==> src/rtl/pbm_pkg.sv <==
package pbm_pkg;
    localparam logic [7:0] NO_BUF   = 8'h80;
    localparam int         ST_RCV   = 0;
    localparam int         ST_TX    = 1;
    localparam int         ST_ALLOC = 2;
    localparam int         ST_W     = 3;
endpackage

==> src/rtl/pbm_alloc.sv <==
module pbm_alloc
    import pbm_pkg::*;
#(
    parameter int NUM_BUF = 4,
    parameter int IDX_W   = 2,
    parameter int CNT_W   = 3
) (
    input  logic             clk,
    input  logic             rst_n,
    input  logic             alloc_req,
    input  logic             rel_a_req,
    input  logic [IDX_W-1:0] rel_a_id,
    input  logic             rel_b_req,
    input  logic [IDX_W-1:0] rel_b_id,
    output logic [7:0]       alloc_id,
    output logic             alloc_ok,
    output logic [CNT_W-1:0] free_cnt
);
    typedef struct packed {
        logic [NUM_BUF-1:0] used;
    } st_t;

    st_t              s_d, s_q;
    logic [IDX_W-1:0] pick;
    logic             pick_ok;

    always_comb begin
        pick     = '0;
        pick_ok  = 1'b0;
        free_cnt = '0;
        for (int i = NUM_BUF - 1; i >= 0; i--) begin
            if (!s_q.used[i]) begin
                pick     = IDX_W'(i);
                pick_ok  = 1'b1;
                free_cnt = free_cnt + 1'b1;
            end
        end
        alloc_ok = alloc_req && pick_ok;
        alloc_id = pick_ok ? {{(8-IDX_W){1'b0}}, pick} : NO_BUF;
        s_d = s_q;
        if (alloc_ok) s_d.used[pick] = 1'b1;
        // only busy buffers may be returned; an idle one is left alone
        if (rel_a_req && s_q.used[rel_a_id]) s_d.used[rel_a_id] = 1'b0;
        if (rel_b_req && s_q.used[rel_b_id]) s_d.used[rel_b_id] = 1'b0;
    end

    always_ff @(posedge clk) begin
        if (!rst_n) s_q <= '0;
        else        s_q <= s_d;
    end

    assert_take_one_R2: assert property (@(posedge clk) disable iff (!rst_n)
        (alloc_ok && !rel_a_req && !rel_b_req) |=> (int'(free_cnt) == int'($past(free_cnt)) - 1));
    assert_none_code_R2: assert property (@(posedge clk) disable iff (!rst_n)
        (free_cnt == '0) |-> (alloc_id == NO_BUF));
    assert_idle_release_R4: assert property (@(posedge clk) disable iff (!rst_n)
        (rel_a_req && !s_q.used[rel_a_id] && !alloc_req && !rel_b_req) |=> $stable(free_cnt));
endmodule

==> src/rtl/pbm_queue.sv <==
module pbm_queue
    import pbm_pkg::*;
#(
    parameter int DEPTH = 4,
    parameter int IDX_W = 2,
    parameter int PTR_W = 2,
    parameter int CNT_W = 3
) (
    input  logic             clk,
    input  logic             rst_n,
    input  logic             push,
    input  logic [IDX_W-1:0] push_id,
    input  logic             pop,
    input  logic             flush,
    output logic             accepted,
    output logic [7:0]       head,
    output logic [CNT_W-1:0] count
);
    typedef struct packed {
        logic [DEPTH-1:0][IDX_W-1:0] slot;
        logic [PTR_W-1:0]            rd;
        logic [PTR_W-1:0]            wr;
        logic [CNT_W-1:0]            cnt;
    } st_t;

    st_t  s_d, s_q;
    logic take, give;

    function automatic logic [PTR_W-1:0] step(input logic [PTR_W-1:0] p);
        return (p == PTR_W'(DEPTH - 1)) ? '0 : p + 1'b1;
    endfunction

    always_comb begin
        take     = push && !flush && (s_q.cnt < CNT_W'(DEPTH));
        give     = pop && !flush && (s_q.cnt != '0);
        accepted = take;
        count    = s_q.cnt;
        head     = (s_q.cnt == '0) ? NO_BUF : {{(8-IDX_W){1'b0}}, s_q.slot[s_q.rd]};
        s_d = s_q;
        if (flush) begin
            s_d.rd  = '0;
            s_d.wr  = '0;
            s_d.cnt = '0;
        end else begin
            if (take) begin
                s_d.slot[s_q.wr] = push_id;
                s_d.wr           = step(s_q.wr);
            end
            if (give) s_d.rd = step(s_q.rd);
            case ({take, give})
                2'b10:   s_d.cnt = s_q.cnt + 1'b1;
                2'b01:   s_d.cnt = s_q.cnt - 1'b1;
                default: s_d.cnt = s_q.cnt;
            endcase
        end
    end

    always_ff @(posedge clk) begin
        if (!rst_n) s_q <= '0;
        else        s_q <= s_d;
    end

    assert_cnt_bound_R12: assert property (@(posedge clk) disable iff (!rst_n)
        count <= CNT_W'(DEPTH));
    assert_full_drop_R12: assert property (@(posedge clk) disable iff (!rst_n)
        (push && !pop && !flush && count == CNT_W'(DEPTH)) |=> (count == CNT_W'(DEPTH)));
    assert_empty_pop_R10: assert property (@(posedge clk) disable iff (!rst_n)
        (pop && !push && !flush && count == '0) |=> (count == '0 && head == NO_BUF));
    assert_flush_clear_R11: assert property (@(posedge clk) disable iff (!rst_n)
        flush |=> (count == '0));
endmodule

==> src/rtl/pbm_irq.sv <==
module pbm_irq
    import pbm_pkg::*;
(
    input  logic            clk,
    input  logic            rst_n,
    input  logic            rx_evt,
    input  logic            tx_evt,
    input  logic            alloc_evt,
    input  logic            tx_pending,
    input  logic [ST_W-1:0] ack,
    input  logic [ST_W-1:0] mask,
    output logic [ST_W-1:0] status,
    output logic            irq
);
    typedef struct packed {
        logic [ST_W-1:0] lat;
    } st_t;

    st_t             s_d, s_q;
    logic [ST_W-1:0] set_vec;

    always_comb begin
        set_vec           = '0;
        set_vec[ST_RCV]   = rx_evt;
        set_vec[ST_TX]    = tx_evt;
        set_vec[ST_ALLOC] = alloc_evt;
        s_d.lat = set_vec | (s_q.lat & ~ack);
        status  = s_q.lat;
        status[ST_TX] = s_q.lat[ST_TX] | tx_pending;
        irq = |(status & mask);
    end

    always_ff @(posedge clk) begin
        if (!rst_n) s_q <= '0;
        else        s_q <= s_d;
    end

    assert_tx_forced_R7: assert property (@(posedge clk) disable iff (!rst_n)
        tx_pending |-> status[ST_TX]);
    assert_ack_clear_R8: assert property (@(posedge clk) disable iff (!rst_n)
        (ack[ST_RCV] && !rx_evt) |=> !status[ST_RCV]);
    assert_set_wins_R8: assert property (@(posedge clk) disable iff (!rst_n)
        alloc_evt |=> status[ST_ALLOC]);
endmodule

==> src/rtl/buf_pool_mgr.sv <==
module buf_pool_mgr
    import pbm_pkg::*;
#(
    parameter int NUM_BUF = 4,
    parameter int QDEPTH  = 4,
    localparam int IDX_W  = (NUM_BUF > 1) ? $clog2(NUM_BUF) : 1,
    localparam int CNT_W  = $clog2(NUM_BUF + 1),
    localparam int QPTR_W = (QDEPTH > 1) ? $clog2(QDEPTH) : 1,
    localparam int QCNT_W = $clog2(QDEPTH + 1)
) (
    input  logic              clk,
    input  logic              rst_n,
    input  logic              alloc_req,
    output logic [7:0]        alloc_id,
    output logic [CNT_W-1:0]  free_count,
    input  logic              rel_req,
    input  logic [IDX_W-1:0]  rel_id,
    input  logic              txq_push,
    input  logic [IDX_W-1:0]  txq_push_id,
    input  logic              txq_pop,
    input  logic              tx_flush,
    output logic [7:0]        txq_head,
    output logic [QCNT_W-1:0] txq_count,
    input  logic              tx_done,
    input  logic [IDX_W-1:0]  tx_done_id,
    input  logic              auto_rel,
    input  logic              done_pop,
    output logic [7:0]        done_head,
    input  logic              rxq_push,
    input  logic [IDX_W-1:0]  rxq_push_id,
    input  logic              rxq_pop,
    output logic [7:0]        rxq_head,
    input  logic [ST_W-1:0]   int_mask,
    input  logic [ST_W-1:0]   int_ack,
    output logic [ST_W-1:0]   int_status,
    output logic              irq
);
    logic              alloc_ok;
    logic              tx_auto_free, tx_park;
    logic              txq_acc, done_acc, rxq_acc;
    logic [QCNT_W-1:0] done_count, rxq_count;

    assign tx_auto_free = tx_done && auto_rel;
    assign tx_park      = tx_done && !auto_rel;

    pbm_alloc #(.NUM_BUF(NUM_BUF), .IDX_W(IDX_W), .CNT_W(CNT_W)) u_alloc (
        .clk(clk), .rst_n(rst_n), .alloc_req(alloc_req),
        .rel_a_req(rel_req), .rel_a_id(rel_id),
        .rel_b_req(tx_auto_free), .rel_b_id(tx_done_id),
        .alloc_id(alloc_id), .alloc_ok(alloc_ok), .free_cnt(free_count)
    );

    pbm_queue #(.DEPTH(QDEPTH), .IDX_W(IDX_W), .PTR_W(QPTR_W), .CNT_W(QCNT_W)) u_txq (
        .clk(clk), .rst_n(rst_n), .push(txq_push), .push_id(txq_push_id),
        .pop(txq_pop), .flush(tx_flush), .accepted(txq_acc),
        .head(txq_head), .count(txq_count)
    );

    pbm_queue #(.DEPTH(QDEPTH), .IDX_W(IDX_W), .PTR_W(QPTR_W), .CNT_W(QCNT_W)) u_doneq (
        .clk(clk), .rst_n(rst_n), .push(tx_park), .push_id(tx_done_id),
        .pop(done_pop), .flush(1'b0), .accepted(done_acc),
        .head(done_head), .count(done_count)
    );

    pbm_queue #(.DEPTH(QDEPTH), .IDX_W(IDX_W), .PTR_W(QPTR_W), .CNT_W(QCNT_W)) u_rxq (
        .clk(clk), .rst_n(rst_n), .push(rxq_push), .push_id(rxq_push_id),
        .pop(rxq_pop), .flush(1'b0), .accepted(rxq_acc),
        .head(rxq_head), .count(rxq_count)
    );

    pbm_irq u_irq (
        .clk(clk), .rst_n(rst_n), .rx_evt(rxq_acc), .tx_evt(tx_done),
        .alloc_evt(alloc_ok), .tx_pending(done_count != '0),
        .ack(int_ack), .mask(int_mask), .status(int_status), .irq(irq)
    );

    assert_auto_no_park_R5: assert property (@(posedge clk) disable iff (!rst_n)
        (tx_auto_free && !done_pop) |=> $stable(done_count));
    assert_park_limit_R6: assert property (@(posedge clk) disable iff (!rst_n)
        done_acc |-> (done_count < QCNT_W'(QDEPTH)));
    assert_rx_bound_R12: assert property (@(posedge clk) disable iff (!rst_n)
        (rxq_count <= QCNT_W'(QDEPTH)) && (!txq_acc || txq_push));
endmodule

==> config.mk <==
export PLATFORM = sky130hd
export DESIGN_NAME = buf_pool_mgr
export DESIGN_NICKNAME = d
export VERILOG_FILES = /design/src/rtl/pbm_pkg.sv /design/src/rtl/pbm_alloc.sv /design/src/rtl/pbm_queue.sv /design/src/rtl/pbm_irq.sv /design/src/rtl/buf_pool_mgr.sv
export SDC_FILE = /design/constraint.sdc
export NUM_CORES = 1
export LEC_CHECK = 0
export BUFFER_PORTS_ARGS = -buffer_cell sky130_fd_sc_hd__buf_2
export CORE_MARGIN = 2
export CORE_UTILIZATION = 59
export DETAILED_ROUTE_END_ITERATION = 6
export PLACE_DENSITY = 0.86
export SYNTH_ARGS = -nofsm -noshare
export SYNTH_HDL_FRONTEND = slang
export SYNTH_HIERARCHICAL = 1
export SYNTH_SLANG_ARGS = --single-unit
==> constraint.sdc <==
create_clock -name clk -period 2.97 [get_ports clk]
set_clock_uncertainty 0.15 [all_clocks]
set_input_delay 0.297 -clock clk [delete_from_list [all_inputs] [get_ports clk]]
set_output_delay 0.297 -clock clk [all_outputs]
set_load 0.005 [all_outputs]
==> metrics.txt <==
Remaining DRCs 0; minimum clock period after layout 2.403 ns; final core occ 65.43%; total half-perimeter wirelength after legalization and detailed placement 4343 microns; remaining antenna violation count 0; initial DRC count between 80 and 90; chip height between 70 and 80 microns; VDD IR-drop max about 0.00030 V; RSZ-0062 raised after global routing false; number of max-slew violations in the final report 0; width of the chip approximately 76 microns; final WL roughly 5500 microns; Num Clock Sinks 52; GRT Overall Usage about 20%; Synth warnings 6; sequential fraction of design power ~56%; WP data arrival approximately 2 ns; Achievable Freq ~420 MHz; post-CTS setup repair buffer count 0; FF/Latch Area about 1000 sq um; worst relative slew slack 53.20%; sum of internal, switching and leakage power 1.285 mW; Gate Count Post-Synth ~330; Logic pwr share a little under an eighth; measured slew at the worst slew-check pin approximately 0.70 ns; initial antenna violation count 0; Inserted Clock Buffers 5; Final period util 80.90%; number of iterations in the first detailed-routing pass 4; Layout Cell Area excl Fill 3321 sq um; top library cells by usage in the layout, fill and taps aside 52 x sky130_fd_sc_hd__dfxtp_1, 50 x sky130_fd_sc_hd__nand2_1, 47 x sky130_fd_sc_hd__buf_2; CP required around 2.5 ns; post-cts hold buffer count 0; Die ar. 5790 sq um; CTS H-tree lvls 2; total overflow reported by the global router 0; DP Worst Slack 0.7516 ns; average footprint of a synthesized cell just over 9 sq um; Setup CP Type reg -> out; most frequent standard cell in the layout excluding fill and tap cells sky130_fd_sc_hd__dfxtp_1; area of placed instances approximately 3200 sq um; reported leakage power roughly 1.5 nW; count of max-cap constraint violations 0; global placer's final weighted congestion about 0.8; Initial Util roughly three fifths; first-pass GRT wire length 9653 microns; Cell Int Power 967.1 uW; fraction of layout cells with a size suffix above 1 19.79%; Final Net Count around 420; Setup TNS Final 0 ns; Top Ports 68; type of origin of the critical path flip-flop; core footprint slightly above 5000 sq um; CTS tree built; # fillers 432; switching part of the total power 24.73%; via total after detailed routing roughly 2200; proportion of power drawn by the clock network about a third; area growth from synthesis to final layout 8.282%; kind of end point of the critical path primary output; routed length per placed instance between 10 and 15 microns; Final Hold Viols 0; largest net degree at the start of global routing between 40 and 50; cell area power density about 390 nW/um^2; quantity of gates resized following cts 0; num rows 26; largest fanout on the critical path 5; clock input transition at the sequential cells of the worst setup and hold paths 0.09 ns; combined area of all synthesized cells 3067 sq um; vias in the first global route about 2200; combined area of the multi-input logic cells 1785 sq um; switching power 317.7 uW; run status finished, final reports clean; clock network latency to the later pin of the worst-skew pair 0.30 ns; number of buffer cells added on primary ports 47; Root Buffer Master sky130_fd_sc_hd__clkbuf_8; number of endpoints failing setup at the final stage 0; DR vias/cell roughly 5; worst setup slack after layout around 0.57 ns; maximum buffer depth of the clock tree 2; kind of path behind the tightest hold check in -> reg; number of diodes 0
[worst paths after layout]
| path | slack, ns | end | cells past startpoint | startpoint |
|---|---|---|---|---|
| max | 0.57 | free_count[1] | 6 | u_alloc/s_q[2] |
| min | 0.1 | u_irq/s_q[1] | 2 | tx_done |
| max reg2reg | 0.78 | u_txq/count[2] | 8 | u_txq/count[2] |
| min reg2reg | 0.32 | u_txq/s_q[12] | 2 | u_txq/s_q[12] |
[final cells by class]
cell class | instances | share of cell area (%)
Sequential cell | 52 | 31.35
Clock buffer | 6 | 2.487
Clock inverter | 2 | 0.3014
Inverter | 21 | 2.374
Timing Repair Buffer | 47 | 7.084
Tap cell | 70 | 2.638
Multi-Input combinational cell | 246 | 53.77
[power by group through the flow]
| stage | clock, mW | combinational (mW) | sequential, mW |
|---|---|---|---|
| after global routing | 0.458 | 0.171 | 0.729 |
| after CTS | 0.429 | 0.152 | 0.726 |
| after floorplan | 0 | 0.127 | 0.734 |
| after detailed placement | 0 | 0.151 | 0.742 |
| final | 0.408 | 0.151 | 0.725 |
| after global placement | 0 | 0.146 | 0.741 |
[registers in the layout (all words and copies together) (netlist names)]
register and cells:
u_rxq/count 3, u_txq/s_q 12, u_doneq/s_q 12, u_txq/count 3, u_irq/s_q 3, u_alloc/s_q 4
u_rxq/s_q 12, u_doneq/count 3
[routing by layer]
metal	GRT usage (%)	vias up	wire length, microns
met1	25.08	1034	2564
met5	0	-	0
li1	-	1125	-
met3	4.502	6	218
met4	6.727	0	50
met2	35.45	47	2684
[metrics by stage]
step | instances | hold slack (ns)
3_3_place_gp | 436 | 0.2923
2_1_floorplan | 352 | 0.2645
4_1_cts | 444 | 0.08373
6_report | 444 | 0.09854
5_1_grt | 444 | 0.08680
3_5_place_dp | 436 | 0.3023
[critical path: stages (launching register included)]
cell and delay [ns]:
sky130_fd_sc_hd__dfxtp_1 0.42, sky130_fd_sc_hd__inv_1 0.07, sky130_fd_sc_hd__ha_1 0.34, sky130_fd_sc_hd__xnor2_2 0.16, sky130_fd_sc_hd__ha_1 0.30, sky130_fd_sc_hd__mux2_2 0.25
sky130_fd_sc_hd__buf_2 0.12
(Power assumes the default switching activity.)
